`config.mk`:
```
export PLATFORM = sky130hd
export DESIGN_NAME = apb_req_xactor
export DESIGN_NICKNAME = d
export VERILOG_FILES = /design/src/rtl/apb_xact_pkg.sv /design/src/rtl/apb_xact_rst_sync.sv /design/src/rtl/apb_xact_fifo.sv /design/src/rtl/apb_xact_ctrl.sv /design/src/rtl/apb_req_xactor.sv
export SDC_FILE = /design/constraint.sdc
export NUM_CORES = 1
export LEC_CHECK = 0
export BUFFER_PORTS_ARGS = -buffer_cell sky130_fd_sc_hd__buf_2
export CAP_MARGIN = 0
export CELL_PAD_IN_SITES_DETAIL_PLACEMENT = 0
export CELL_PAD_IN_SITES_GLOBAL_PLACEMENT = 1
export CORE_AREA = 2 2 192 194
export CTS_CLUSTER_SIZE = 8
export DETAILED_ROUTE_END_ITERATION = 12
export DIE_AREA = 0 0 194 196
export MAX_ROUTING_LAYER = met4
export PLACE_DENSITY = 0.59
export SYNTH_ARGS = -nofsm -noshare
export SYNTH_HDL_FRONTEND = slang
export SYNTH_SLANG_ARGS = --single-unit
```
`constraint.sdc`:
```
create_clock -name clk -period 4.1 [get_ports clk]
set_input_delay 1.23 -clock clk [delete_from_list [all_inputs] [get_ports clk]]
set_output_delay 1.23 -clock clk [all_outputs]
set_load 0.1 [all_outputs]
```
`src/rtl/apb_xact_pkg.sv`:
```
`timescale 1ns/1ps
package apb_xact_pkg;
  localparam int unsigned PROT_W = 3;

  typedef enum logic [1:0] {
    ST_IDLE   = 2'd0,
    ST_SETUP  = 2'd1,
    ST_ACCESS = 2'd2
  } xact_state_e;
endpackage

```
`src/rtl/apb_xact_rst_sync.sv`:
```
`timescale 1ns/1ps
module apb_xact_rst_sync #(
  parameter int unsigned STAGES = 2
) (
  input  logic clk,
  input  logic rst_n,
  output logic rst_sync_n
);
  logic [STAGES-1:0] sync_q;

  always_ff @(posedge clk or negedge rst_n) begin
    if (!rst_n) begin
      sync_q <= '0;
    end else begin
      sync_q <= {sync_q[STAGES-2:0], 1'b1};
    end
  end

  assign rst_sync_n = sync_q[STAGES-1];
endmodule

```
`src/rtl/apb_xact_fifo.sv`:
```
`timescale 1ns/1ps
module apb_xact_fifo #(
  parameter int unsigned WIDTH = 8,
  parameter int unsigned DEPTH = 2,
  localparam int unsigned PTR_W = (DEPTH > 1) ? $clog2(DEPTH) : 1,
  localparam int unsigned CNT_W = $clog2(DEPTH + 1)
) (
  input  logic             clk,
  input  logic             rst_n,
  input  logic             in_valid,
  output logic             in_ready,
  input  logic [WIDTH-1:0] in_data,
  output logic             out_valid,
  input  logic             out_ready,
  output logic [WIDTH-1:0] out_data,
  output logic [CNT_W-1:0] level
);
  logic [WIDTH-1:0] mem_q [DEPTH];
  logic [PTR_W-1:0] wr_q, wr_d, rd_q, rd_d;
  logic [CNT_W-1:0] cnt_q, cnt_d;
  logic             push, pop;

  function automatic logic [PTR_W-1:0] ptr_inc(input logic [PTR_W-1:0] p);
    return (p == PTR_W'(DEPTH - 1)) ? '0 : p + PTR_W'(1);
  endfunction

  assign in_ready  = (cnt_q < CNT_W'(DEPTH));
  assign out_valid = (cnt_q != '0);
  assign out_data  = mem_q[rd_q];
  assign level     = cnt_q;
  assign push      = in_valid && in_ready;
  assign pop       = out_valid && out_ready;

  always_comb begin
    wr_d  = push ? ptr_inc(wr_q) : wr_q;
    rd_d  = pop  ? ptr_inc(rd_q) : rd_q;
    cnt_d = cnt_q;
    case ({push, pop})
      2'b10:   cnt_d = cnt_q + CNT_W'(1);
      2'b01:   cnt_d = cnt_q - CNT_W'(1);
      default: cnt_d = cnt_q;
    endcase
  end

  always_ff @(posedge clk or negedge rst_n) begin
    if (!rst_n) begin
      wr_q  <= '0;
      rd_q  <= '0;
      cnt_q <= '0;
    end else begin
      wr_q  <= wr_d;
      rd_q  <= rd_d;
      cnt_q <= cnt_d;
    end
  end

  always_ff @(posedge clk) begin
    if (push) begin
      mem_q[wr_q] <= in_data;
    end
  end

  AST_FIFO_LEVEL_BOUND: assert property (@(posedge clk) disable iff (!rst_n)
    cnt_q <= CNT_W'(DEPTH));
endmodule

```
`src/rtl/apb_xact_ctrl.sv`:
```
`timescale 1ns/1ps
module apb_xact_ctrl
  import apb_xact_pkg::*;
#(
  parameter int unsigned ADDR_W    = 16,
  parameter int unsigned DATA_W    = 32,
  parameter int unsigned RSP_DEPTH = 2,
  localparam int unsigned STRB_W   = DATA_W / 8,
  localparam int unsigned LVL_W    = $clog2(RSP_DEPTH + 1)
) (
  input  logic              clk,
  input  logic              rst_n,
  input  logic              q_valid,
  input  logic [ADDR_W-1:0] q_addr,
  input  logic              q_write,
  input  logic [DATA_W-1:0] q_wdata,
  input  logic [STRB_W-1:0] q_strb,
  input  logic [PROT_W-1:0] q_prot,
  output logic              q_pop,
  input  logic [LVL_W-1:0]  rsp_level,
  input  logic              rsp_pop,
  output logic              rsp_push,
  output logic [DATA_W-1:0] rsp_rdata,
  output logic              rsp_err,
  output logic              psel,
  output logic              penable,
  output logic [ADDR_W-1:0] paddr,
  output logic              pwrite,
  output logic [DATA_W-1:0] pwdata,
  output logic [STRB_W-1:0] pstrb,
  output logic [PROT_W-1:0] pprot,
  input  logic              pready,
  input  logic [DATA_W-1:0] prdata,
  input  logic              pslverr
);
  xact_state_e       state_q, state_d;
  logic              load;
  logic              room_idle, room_next;
  logic [LVL_W:0]    lvl_after;
  logic [ADDR_W-1:0] addr_q;
  logic              write_q;
  logic [DATA_W-1:0] wdata_q;
  logic [STRB_W-1:0] strb_q;
  logic [PROT_W-1:0] prot_q;
  logic              done;

  // Room check: idle start needs one free slot now; a start on the
  // completion edge needs a free slot after this completion's push.
  assign lvl_after = ({1'b0, rsp_level} + (LVL_W+1)'(1)) - {{LVL_W{1'b0}}, rsp_pop};
  assign room_idle = (rsp_level < LVL_W'(RSP_DEPTH));
  assign room_next = (lvl_after < (LVL_W+1)'(RSP_DEPTH));
  assign done      = (state_q == ST_ACCESS) && pready;

  always_comb begin
    state_d  = state_q;
    load     = 1'b0;
    rsp_push = 1'b0;
    case (state_q)
      ST_IDLE: begin
        if (q_valid && room_idle) begin
          state_d = ST_SETUP;
          load    = 1'b1;
        end
      end
      ST_SETUP: begin
        state_d = ST_ACCESS;
      end
      ST_ACCESS: begin
        if (pready) begin
          rsp_push = 1'b1;
          if (q_valid && room_next) begin
            state_d = ST_SETUP;
            load    = 1'b1;
          end else begin
            state_d = ST_IDLE;
          end
        end
      end
      default: state_d = ST_IDLE;
    endcase
  end

  assign q_pop     = load;
  assign rsp_rdata = write_q ? '0 : prdata;
  assign rsp_err   = pslverr;

  always_ff @(posedge clk or negedge rst_n) begin
    if (!rst_n) begin
      state_q <= ST_IDLE;
    end else begin
      state_q <= state_d;
    end
  end

  always_ff @(posedge clk or negedge rst_n) begin
    if (!rst_n) begin
      addr_q  <= '0;
      write_q <= 1'b0;
      wdata_q <= '0;
      strb_q  <= '0;
      prot_q  <= '0;
    end else if (load) begin
      addr_q  <= q_addr;
      write_q <= q_write;
      wdata_q <= q_wdata;
      strb_q  <= q_write ? q_strb : '0;
      prot_q  <= q_prot;
    end
  end

  assign psel    = (state_q != ST_IDLE);
  assign penable = (state_q == ST_ACCESS);
  assign paddr   = addr_q;
  assign pwrite  = write_q;
  assign pwdata  = wdata_q;
  assign pstrb   = strb_q;
  assign pprot   = prot_q;

  AST_ENABLE_NEEDS_SELECT: assert property (@(posedge clk) disable iff (!rst_n)
    penable |-> psel);
  AST_SETUP_THEN_ACCESS: assert property (@(posedge clk) disable iff (!rst_n)
    (psel && !penable) |=> (psel && penable && $stable(paddr)));
  AST_WAIT_HOLDS_BUS: assert property (@(posedge clk) disable iff (!rst_n)
    (psel && penable && !pready) |=> (psel && penable && $stable(paddr) && $stable(pwdata) && $stable(pwrite)));
  AST_NO_GAP_BACK_TO_BACK: assert property (@(posedge clk) disable iff (!rst_n)
    (done && q_valid && room_next) |=> (psel && !penable));
  AST_IDLE_WHEN_EMPTY: assert property (@(posedge clk) disable iff (!rst_n)
    (done && !q_valid) |=> !psel);
  AST_RSP_ROOM_AT_DONE: assert property (@(posedge clk) disable iff (!rst_n)
    done |-> (rsp_level < LVL_W'(RSP_DEPTH)));
endmodule

```
`src/rtl/apb_req_xactor.sv`:
```
`timescale 1ns/1ps
module apb_req_xactor
  import apb_xact_pkg::*;
#(
  parameter int unsigned ADDR_W    = 16,
  parameter int unsigned DATA_W    = 32,
  parameter int unsigned REQ_DEPTH = 2,
  parameter int unsigned RSP_DEPTH = 2,
  localparam int unsigned STRB_W   = DATA_W / 8
) (
  input  logic              clk,
  input  logic              rst_n,
  input  logic              req_valid,
  output logic              req_ready,
  input  logic [ADDR_W-1:0] req_addr,
  input  logic              req_write,
  input  logic [DATA_W-1:0] req_wdata,
  input  logic [STRB_W-1:0] req_strb,
  input  logic [PROT_W-1:0] req_prot,
  output logic              rsp_valid,
  input  logic              rsp_ready,
  output logic [DATA_W-1:0] rsp_rdata,
  output logic              rsp_err,
  output logic              psel,
  output logic              penable,
  output logic [ADDR_W-1:0] paddr,
  output logic              pwrite,
  output logic [DATA_W-1:0] pwdata,
  output logic [STRB_W-1:0] pstrb,
  output logic [PROT_W-1:0] pprot,
  input  logic              pready,
  input  logic [DATA_W-1:0] prdata,
  input  logic              pslverr
);
  localparam int unsigned REQ_W     = ADDR_W + 1 + DATA_W + STRB_W + PROT_W;
  localparam int unsigned RSP_W     = DATA_W + 1;
  localparam int unsigned REQ_LVL_W = $clog2(REQ_DEPTH + 1);
  localparam int unsigned RSP_LVL_W = $clog2(RSP_DEPTH + 1);

  logic                 rst_sync_n;
  logic [REQ_W-1:0]     req_vec, q_vec;
  logic                 q_valid, q_pop;
  logic [REQ_LVL_W-1:0] req_level;
  logic [RSP_W-1:0]     rsp_in_vec, rsp_out_vec;
  logic                 rsp_push, rsp_in_ready;
  logic [RSP_LVL_W-1:0] rsp_level;
  logic [DATA_W-1:0]    c_rdata;
  logic                 c_err;
  logic [ADDR_W-1:0]    q_addr;
  logic                 q_write;
  logic [DATA_W-1:0]    q_wdata;
  logic [STRB_W-1:0]    q_strb;
  logic [PROT_W-1:0]    q_prot;

  apb_xact_rst_sync #(.STAGES(2)) u_rst (
    .clk        (clk),
    .rst_n      (rst_n),
    .rst_sync_n (rst_sync_n)
  );

  assign req_vec = {req_addr, req_write, req_wdata, req_strb, req_prot};

  apb_xact_fifo #(.WIDTH(REQ_W), .DEPTH(REQ_DEPTH)) u_req_q (
    .clk       (clk),
    .rst_n     (rst_sync_n),
    .in_valid  (req_valid),
    .in_ready  (req_ready),
    .in_data   (req_vec),
    .out_valid (q_valid),
    .out_ready (q_pop),
    .out_data  (q_vec),
    .level     (req_level)
  );

  assign {q_addr, q_write, q_wdata, q_strb, q_prot} = q_vec;

  apb_xact_ctrl #(.ADDR_W(ADDR_W), .DATA_W(DATA_W), .RSP_DEPTH(RSP_DEPTH)) u_ctrl (
    .clk       (clk),
    .rst_n     (rst_sync_n),
    .q_valid   (q_valid),
    .q_addr    (q_addr),
    .q_write   (q_write),
    .q_wdata   (q_wdata),
    .q_strb    (q_strb),
    .q_prot    (q_prot),
    .q_pop     (q_pop),
    .rsp_level (rsp_level),
    .rsp_pop   (rsp_valid && rsp_ready),
    .rsp_push  (rsp_push),
    .rsp_rdata (c_rdata),
    .rsp_err   (c_err),
    .psel      (psel),
    .penable   (penable),
    .paddr     (paddr),
    .pwrite    (pwrite),
    .pwdata    (pwdata),
    .pstrb     (pstrb),
    .pprot     (pprot),
    .pready    (pready),
    .prdata    (prdata),
    .pslverr   (pslverr)
  );

  assign rsp_in_vec = {c_err, c_rdata};

  apb_xact_fifo #(.WIDTH(RSP_W), .DEPTH(RSP_DEPTH)) u_rsp_q (
    .clk       (clk),
    .rst_n     (rst_sync_n),
    .in_valid  (rsp_push),
    .in_ready  (rsp_in_ready),
    .in_data   (rsp_in_vec),
    .out_valid (rsp_valid),
    .out_ready (rsp_ready),
    .out_data  (rsp_out_vec),
    .level     (rsp_level)
  );

  assign {rsp_err, rsp_rdata} = rsp_out_vec;

  AST_NO_RSP_OVERFLOW: assert property (@(posedge clk) disable iff (!rst_sync_n)
    rsp_push |-> rsp_in_ready);
  AST_REQ_LEVEL_READY: assert property (@(posedge clk) disable iff (!rst_sync_n)
    (req_level == REQ_LVL_W'(REQ_DEPTH)) |-> !req_ready);
endmodule

```
==> impl_metrics.py, run 1 <==
metrics = {
    "outcome": {
        "status": "finished, final reports clean",
    },
    "setup_path": {
        "crit_arrival_ns": 2.09,
        "setup.worst_path.end_class": "primary output",
        "crit_required_ns": 2.87,
        "start_kind": "flop",
        "critPathMaxFanout": 28,
        "rr_worst_depth": 3,
        "critPathKind": "reg2out",
    },
    "finish": {
        "multi_input_area_um2": 2130,
        "syn_to_final_growth_pct": 28.2,
        "fillers": 3586,
        "seq_area_um2": 7050,
        "finalNetCount": 789,
        "layout-drive-gt1-share_pct": 53.4,
        "final_cells": 1192,
        "final_cell_mix": "buf_2, edfxtp_1, mux2_2",
        "final_common_cell": "buf_2",
    },
    "route": {
        "dr.pass1.iters": 4,
        "via_per_inst": 4.07,
        "wl_per_cell_um": 17.1,
        "drc": 0,
        "routed_wl_mm": 20.3,
        "postRouteAntennaNets": 0,
        "drtIter0Drc": 218,
        "via_count": 4846,
    },
    "synthesis": {
        "ys.warnings.count": 0,
        "synthesis.area_um2": 9280,
        "syn-num-nets": 573,
        "syn_avg_cell_area_um2": 19.5,
        "synth_cell_types": 27,
        "synthCells": 477,
        "yosys_register_bits": 246,
        "ys_seq_area_share_pct": 75.9,
    },
    "cts": {
        "h-tree-depth": 2,
        "cts_tree": "done",
        "root_buffer": "clkbuf_16",
        "cts_hold_buf": 0,
        "post_cts_buffers": 0,
        "clock_latency_ns": 0.51,
        "cts.sinks": 246,
        "cts_buffer_depth": 3,
        "cts-resized-gates": 0,
        "path_clk_slew_ns": 0.05,
        "numCtsBuffers": 36,
    },
    "hold_path": {
        "holdPathStages": 0,
        "hold_class": "reg2reg",
    },
    "timing": {
        "hold_viol_final": 0,
        "max_freq_mhz": 301,
        "fin_hold_ws_ns": 0.356,
        "fin_crit_sh_pct": 81.0,
        "fin_tns_setup_ns": 0,
        "fin_skew_ns": 0.0174,
        "setup_viol": 0,
        "period_needed_ns": 3.32,
        "max_slew_margin_pct": 29.7,
        "max_slew.worst_pin.slew_ns": 1.06,
        "slew_violations": 0,
        "rsz0062_at_grt": "false",
    },
    "placement": {
        "io_buffers": 186,
        "place.gp.congestion": 0.720,
        "dpl.hpwl_mm": 12.7,
        "dp.cells": 1123,
    },
    "floorplan": {
        "die_w_um": 194,
        "start_util_pct": 25.7,
        "die-area_um2": 38000,
        "die_h_um": 196,
        "std_cell_rows": 70,
        "io_pins": 187,
        "coreArea_um2": 36100,
    },
    "grt": {
        "gr-total-overflow": 0,
        "grt_pass1_vias": 5218,
        "grt_max_degree": 67,
        "track_usage_pct": 11.1,
        "antenna_found_initial": 2,
        "grt_pass1_wl_mm": 31.4,
    },
    "flow_run": {
        "maxCapViolCount": 0,
    },
}
-- state kept, by name, indices dropped and copies added (netlist names) --
name and cells:
u_req_q.mem_q 112, u_rsp_q.mem_q 66, u_ctrl.pwdata 32, u_ctrl.paddr 16
u_ctrl.pstrb 4, u_ctrl.pprot 3, u_ctrl.state_q 2, u_req_q.level 2
u_rsp_q.level 2, u_rst.sync_q 2, u_ctrl.pwrite 1, u_req_q.rd_q 1
u_req_q.wr_q 1, u_rsp_q.rd_q 1, u_rsp_q.wr_q 1
-- logic make-up (layout without fill, tap and decap cells) --
family / Yosys count / in the layout / synth area share, %
muxes: 141 / 141 / 17.8
DFF: 246 / 246 / 75.9
other: 1 / 4 / 0.0404
AOI/OAI and AO/OA: 7 / 7 / 0.741
adders and majority gates: 2 / 2 / 0.270
xor gates and xnor gates: 10 / 10 / 0.944
and+or+nand+nor: 48 / 48 / 3.05
buffers and inverters: 22 / 266 / 1.25
-- routing by layer --
metal | wire, um | part of all wire (%) | vias up | track usage [%]
li1 | - | - | 2238 | -
met5 | 0 | 0 | - | -
met1 | 9200 | 45 | 2378 | 14.2
met2 | 8880 | 44 | 181 | 16.1
met4 | 598 | 2.9 | 0 | 4.15
met3 | 1660 | 8.2 | 49 | 4.14
-- worst max-delay path, stage by stage (launching register included) --
cell	delay [ns]
dfrtp_1	0.50
buf_4	0.39
mux2_2	0.39
buf_2	0.29
-- worst paths after layout --
path,endpoint,from,slack [ns]
worst min register to register,u_rst.sync_q[1]$_DFF_PN0_,u_rst.sync_q[0]$_DFF_PN0_,0.36
max in group asynchronous,u_req_q.rd_q$_DFFE_PN0P_,u_rst.sync_q[1]$_DFF_PN0_,2.85
worst min-delay path,u_rst.sync_q[1]$_DFF_PN0_,u_rst.sync_q[0]$_DFF_PN0_,0.36
worst max-delay path,rsp_rdata[25],u_rsp_q.rd_q$_DFFE_PN0P_,0.78
min in group asynchronous,u_rst.sync_q[1]$_DFF_PN0_,rst_n,0.49
worst max register to register,u_ctrl.pwdata[8]$_DFFE_PN0P_,u_req_q.rd_q$_DFFE_PN0P_,1.99
-- synth_stat cells --
library cell	count	area (um2)
edfxtp_1	178	5350
mux2_2	122	1370
dfrtp_1	68	1700
nor2b_1	34	213
mux2_4	17	255
buf_2	9	45.0
xnor2_1	7	61.3
clkbuf_1	6	22.5
nor2_1	6	22.5
a32o_1	4	40.0
buf_6	3	33.8
inv_1	3	11.3
xor2_1	3	26.3
ha_1	2	25.0
mux2i_1	2	20.0
or2_2	2	12.5
a21oi_1	1	5.00
and2_1	1	6.26
and3_1	1	6.26
buf_1	1	3.75
conb_1	1	3.75
nand2_1	1	3.75
nand2b_1	1	6.26
nand3_1	1	5.00
nand3b_1	1	7.51
o2111a_1	1	11.3
o2111a_2	1	12.5
-- final cells by class --
cell class | instances | area share [%]
Antenna cell | 3 | 0.0631
Clock buffer | 64 | 8.72
Clock inverter | 2 | 0.147
Inverter | 3 | 0.0947
Multi-Input combinational cell | 209 | 17.9
Sequential cell | 246 | 59.3
Tap cell | 468 | 4.92
Timing Repair Buffer | 197 | 8.84
-- stage by stage --
step	setup WS (ns)	instance area [um2]	utilization, %
finish	0.777	11900	33.0
detailed placement	1.28	10800	30.0
CTS	0.724	11900	32.9
floorplan	0.837	9280	-
global placement	1.35	10800	30.0
global route	0.652	11900	33.0
Power of run 1 is left out: the tool's default activity adds up to more than one toggle a clock period on the data nets, which glitch-free logic cannot reach.
==> run 2: changes to the inputs <==
--- a/config.mk
+++ b/config.mk
@@ -5,16 +5,17 @@
 export SDC_FILE = /design/constraint.sdc
 export NUM_CORES = 1
 export LEC_CHECK = 0
+export ABC_AREA = 1
 export BUFFER_PORTS_ARGS = -buffer_cell sky130_fd_sc_hd__buf_2
 export CAP_MARGIN = 0
 export CELL_PAD_IN_SITES_DETAIL_PLACEMENT = 0
 export CELL_PAD_IN_SITES_GLOBAL_PLACEMENT = 1
-export CORE_AREA = 2 2 192 194
+export CORE_AREA = 2 2 196 198
 export CTS_CLUSTER_SIZE = 8
 export DETAILED_ROUTE_END_ITERATION = 12
-export DIE_AREA = 0 0 194 196
+export DIE_AREA = 0 0 198 200
 export MAX_ROUTING_LAYER = met4
-export PLACE_DENSITY = 0.59
+export PLACE_DENSITY = 0.64
 export SYNTH_ARGS = -nofsm -noshare
 export SYNTH_HDL_FRONTEND = slang
 export SYNTH_SLANG_ARGS = --single-unit
==> constraint.sdc (replaced) <==
create_clock -name clk -period 2.76 [get_ports clk]
set_input_delay 0.828 -clock clk [delete_from_list [all_inputs] [get_ports clk]]
set_output_delay 0.828 -clock clk [all_outputs]
set_load 0.1 [all_outputs]
==> run 2 against run 1 <==
Synthesized cell count increased by 79%. Final area increased by 3.5%. Non-clock buffer count increased by 8. Sequential share of layout area decreased by 2.0 points. Global-route usage increased by 1.8 points. First-iteration DRC count increased by 13%. Via count increased by 37%.
==> impl_metrics.py, run 2 <==
metrics = {
    "outcome": {
        "status": "finished, final reports clean",
    },
    "grt": {
        "track_usage_pct": 12.9,
        "grt_pass1_wl_mm": 38.0,
        "grt_pass1_vias": 6730,
        "grt_max_degree": 59,
        "gr-total-overflow": 0,
        "antenna_found_initial": 6,
    },
    "setup_path": {
        "critPathMaxFanout": 11,
        "critPathBufInv": 3,
        "crit_chain": "inv_2 -> buf_4 -> nand2_1 -> nand2_1 -> buf_2",
        "crit_required_ns": 1.93,
        "cpMostUsedCell": "nand2_1",
        "crit_arrival_ns": 1.83,
        "start_kind": "flop",
        "crit_family": "buffers and inverters",
        "r2r_slack_ns": 0.73,
        "setup.worst_path.end_class": "primary output",
        "slowest_stage": "buf_2",
        "critPathKind": "reg2out",
        "cpPeakStageDelay_ns": 0.42,
    },
    "synthesis": {
        "synth_largest_area_cell": "edfxtp_1",
        "synthesis.area_um2": 9630,
        "async_flop_share_pct": 27.6,
        "synth_top_cell_area_share_pct": 55.5,
        "synthCells": 856,
        "synth_cell_types": 23,
        "synth_ff_type": "edfxtp_1",
        "synth_enable_flop_cells": 178,
        "syn_avg_cell_area_um2": 11.3,
        "synth_most_common_cell": "nand2_1",
        "ys_seq_area_share_pct": 73.1,
        "yosys_register_bits": 246,
        "yosys-top-cells-count": "nand2_1, edfxtp_1, nand3_1",
        "ys.warnings.count": 0,
        "syn-num-nets": 952,
        "synth_area_leaders": "edfxtp_1, dfrtp_1, nand2_1",
    },
    "cts": {
        "numCtsBuffers": 36,
        "cts_buffer_depth": 3,
        "h-tree-depth": 2,
        "path_clk_slew_ns": 0.05,
        "cts_tree": "done",
        "cts.sinks": 246,
        "post_cts_buffers": 0,
        "clock_latency_ns": 0.52,
        "root_buffer": "clkbuf_16",
    },
    "timing": {
        "setup_viol": 0,
        "fin_crit_sh_pct": 96.2,
        "max_freq_mhz": 377,
        "max_slew.worst_pin.slew_ns": 0.766,
        "fin_ws_ns": 0.106,
        "fin_skew_ns": 0.0195,
        "hold_viol_final": 0,
        "fin_hold_ws_ns": 0.0948,
        "slew_violations": 0,
        "max_slew_margin_pct": 48.9,
        "rsz0062_at_grt": "false",
        "period_needed_ns": 2.65,
    },
    "route": {
        "wl_per_cell_um": 15.5,
        "via_per_inst": 4.18,
        "drc": 0,
        "drtIter0Drc": 247,
        "dr.pass1.iters": 7,
        "routed_wl_mm": 24.7,
        "postRouteAntennaNets": 0,
        "via_count": 6655,
    },
    "finish": {
        "layout-drive-gt1-share_pct": 24.2,
        "final_cell_mix": "nand2_1, buf_2, edfxtp_1",
        "final_common_cell": "nand2_1",
        "regMostFlops": "u_req_q.mem_q",
        "largest_register_ffs": 112,
        "finalNetCount": 1148,
        "syn_to_final_growth_pct": 27.8,
    },
    "flow_run": {
        "maxCapViolCount": 0,
    },
    "placement": {
        "place.gp.congestion": 0.695,
        "dpl.hpwl_mm": 14.8,
        "dp_slack_ns": 0.571,
        "io_buffers": 186,
    },
    "floorplan": {
        "start_util_pct": 25.8,
        "die-area_um2": 39600,
        "io_pins": 187,
        "coreArea_um2": 37400,
        "die_h_um": 200,
        "die_w_um": 198,
        "std_cell_rows": 71,
    },
    "hold_path": {
        "hold_class": "in2async",
    },
}
==> run 2: changes by cell type after synthesis, sizes merged, moves of 13 or more <==
cell | previous run | this run
nor2b | 34 | 0
clkbuf | 6 | 19
mux2 | 139 | 0
nand3 | 1 | 117
inv | 3 | 46
nand2 | 1 | 340
nor2 | 6 | 41
buf | 13 | 28
==> run 2: final timing paths <==
| check | depth (start not counted) | to | start |
|---|---|---|---|
| worst max-delay path | 5 | rsp_rdata[9] | u_rsp_q.rd_q$_DFFE_PN0P_ |
| worst min-delay path | 1 | u_rst.sync_q[1]$_DFF_PN0_ | rst_n |
| worst max register to register | 6 | u_ctrl.pwdata[31]$_DFFE_PN0P_ | u_ctrl.state_q[1]$_DFFE_PN0P_ |
| worst min register to register | 0 | u_rsp_q.level[0]$_DFFE_PN0P_ | u_rst.sync_q[1]$_DFF_PN0_ |
| max in group asynchronous | 1 | u_ctrl.pwdata[31]$_DFFE_PN0P_ | u_rst.sync_q[1]$_DFF_PN0_ |
| min in group clk | 0 | u_rst.sync_q[1]$_DFF_PN0_ | u_rst.sync_q[0]$_DFF_PN0_ |
==> run 2: cells by family (layout without fill, tap and decap cells) <==
kind of cell | Yosys count | count (layout) | share of synthesized area (%)
buf+inv | 96 | 316 | 4.56
flops | 246 | 246 | 73.1
simple gates | 499 | 499 | 21.1
xor+xnor | 6 | 6 | 0.545
other cells | 1 | 8 | 0.0389
compound gates | 6 | 6 | 0.312
fa+ha+maj | 2 | 2 | 0.260
==> run 2: stage by stage <==
step / util, % / TNS [ns] / cells / cell area [um2]
floorplan: - / -53.76 / 856 / 9640
global placement: 30.1 / 0 / 1525 / 11200
detailed placement: 30.1 / 0 / 1525 / 11200
CTS: 32.9 / 0 / 1587 / 12300
global route: 32.9 / 0 / 1593 / 12300
finish: 32.9 / 0 / 1594 / 12300
==> run 2: area by class of cell <==
| cell class | count | area, um2 |
|---|---|---|
| fill | 3820 | 25100 |
| sequential | 246 | 7050 |
| multi-input combinational | 514 | 2180 |
| timing repair buffer | 205 | 1190 |
| clock buffer | 59 | 997 |
| tap | 511 | 639 |
| inverter | 49 | 184 |
| clock inverter | 3 | 45.0 |
| antenna | 7 | 17.5 |
==> run 2: per-layer routing <==
layer | vias up | wire length (um) | part of all wire (%) | GRT usage [%]
li1 | 3220 | - | - | -
met1 | 3213 | 10800 | 44 | 15.8
met2 | 181 | 11700 | 47 | 21.2
met3 | 41 | 1650 | 6.7 | 3.33
met4 | 0 | 518 | 2.1 | 3.90
met5 | - | 0 | 0 | -
==> run 2: what timing repair did <==
action / in CTS / in global routing
endpoints found under the setup margin: 0 / 2
resized for setup: 0 / 2
hold buffers: 0 / 0
Power of run 2 is left out for the same reason.
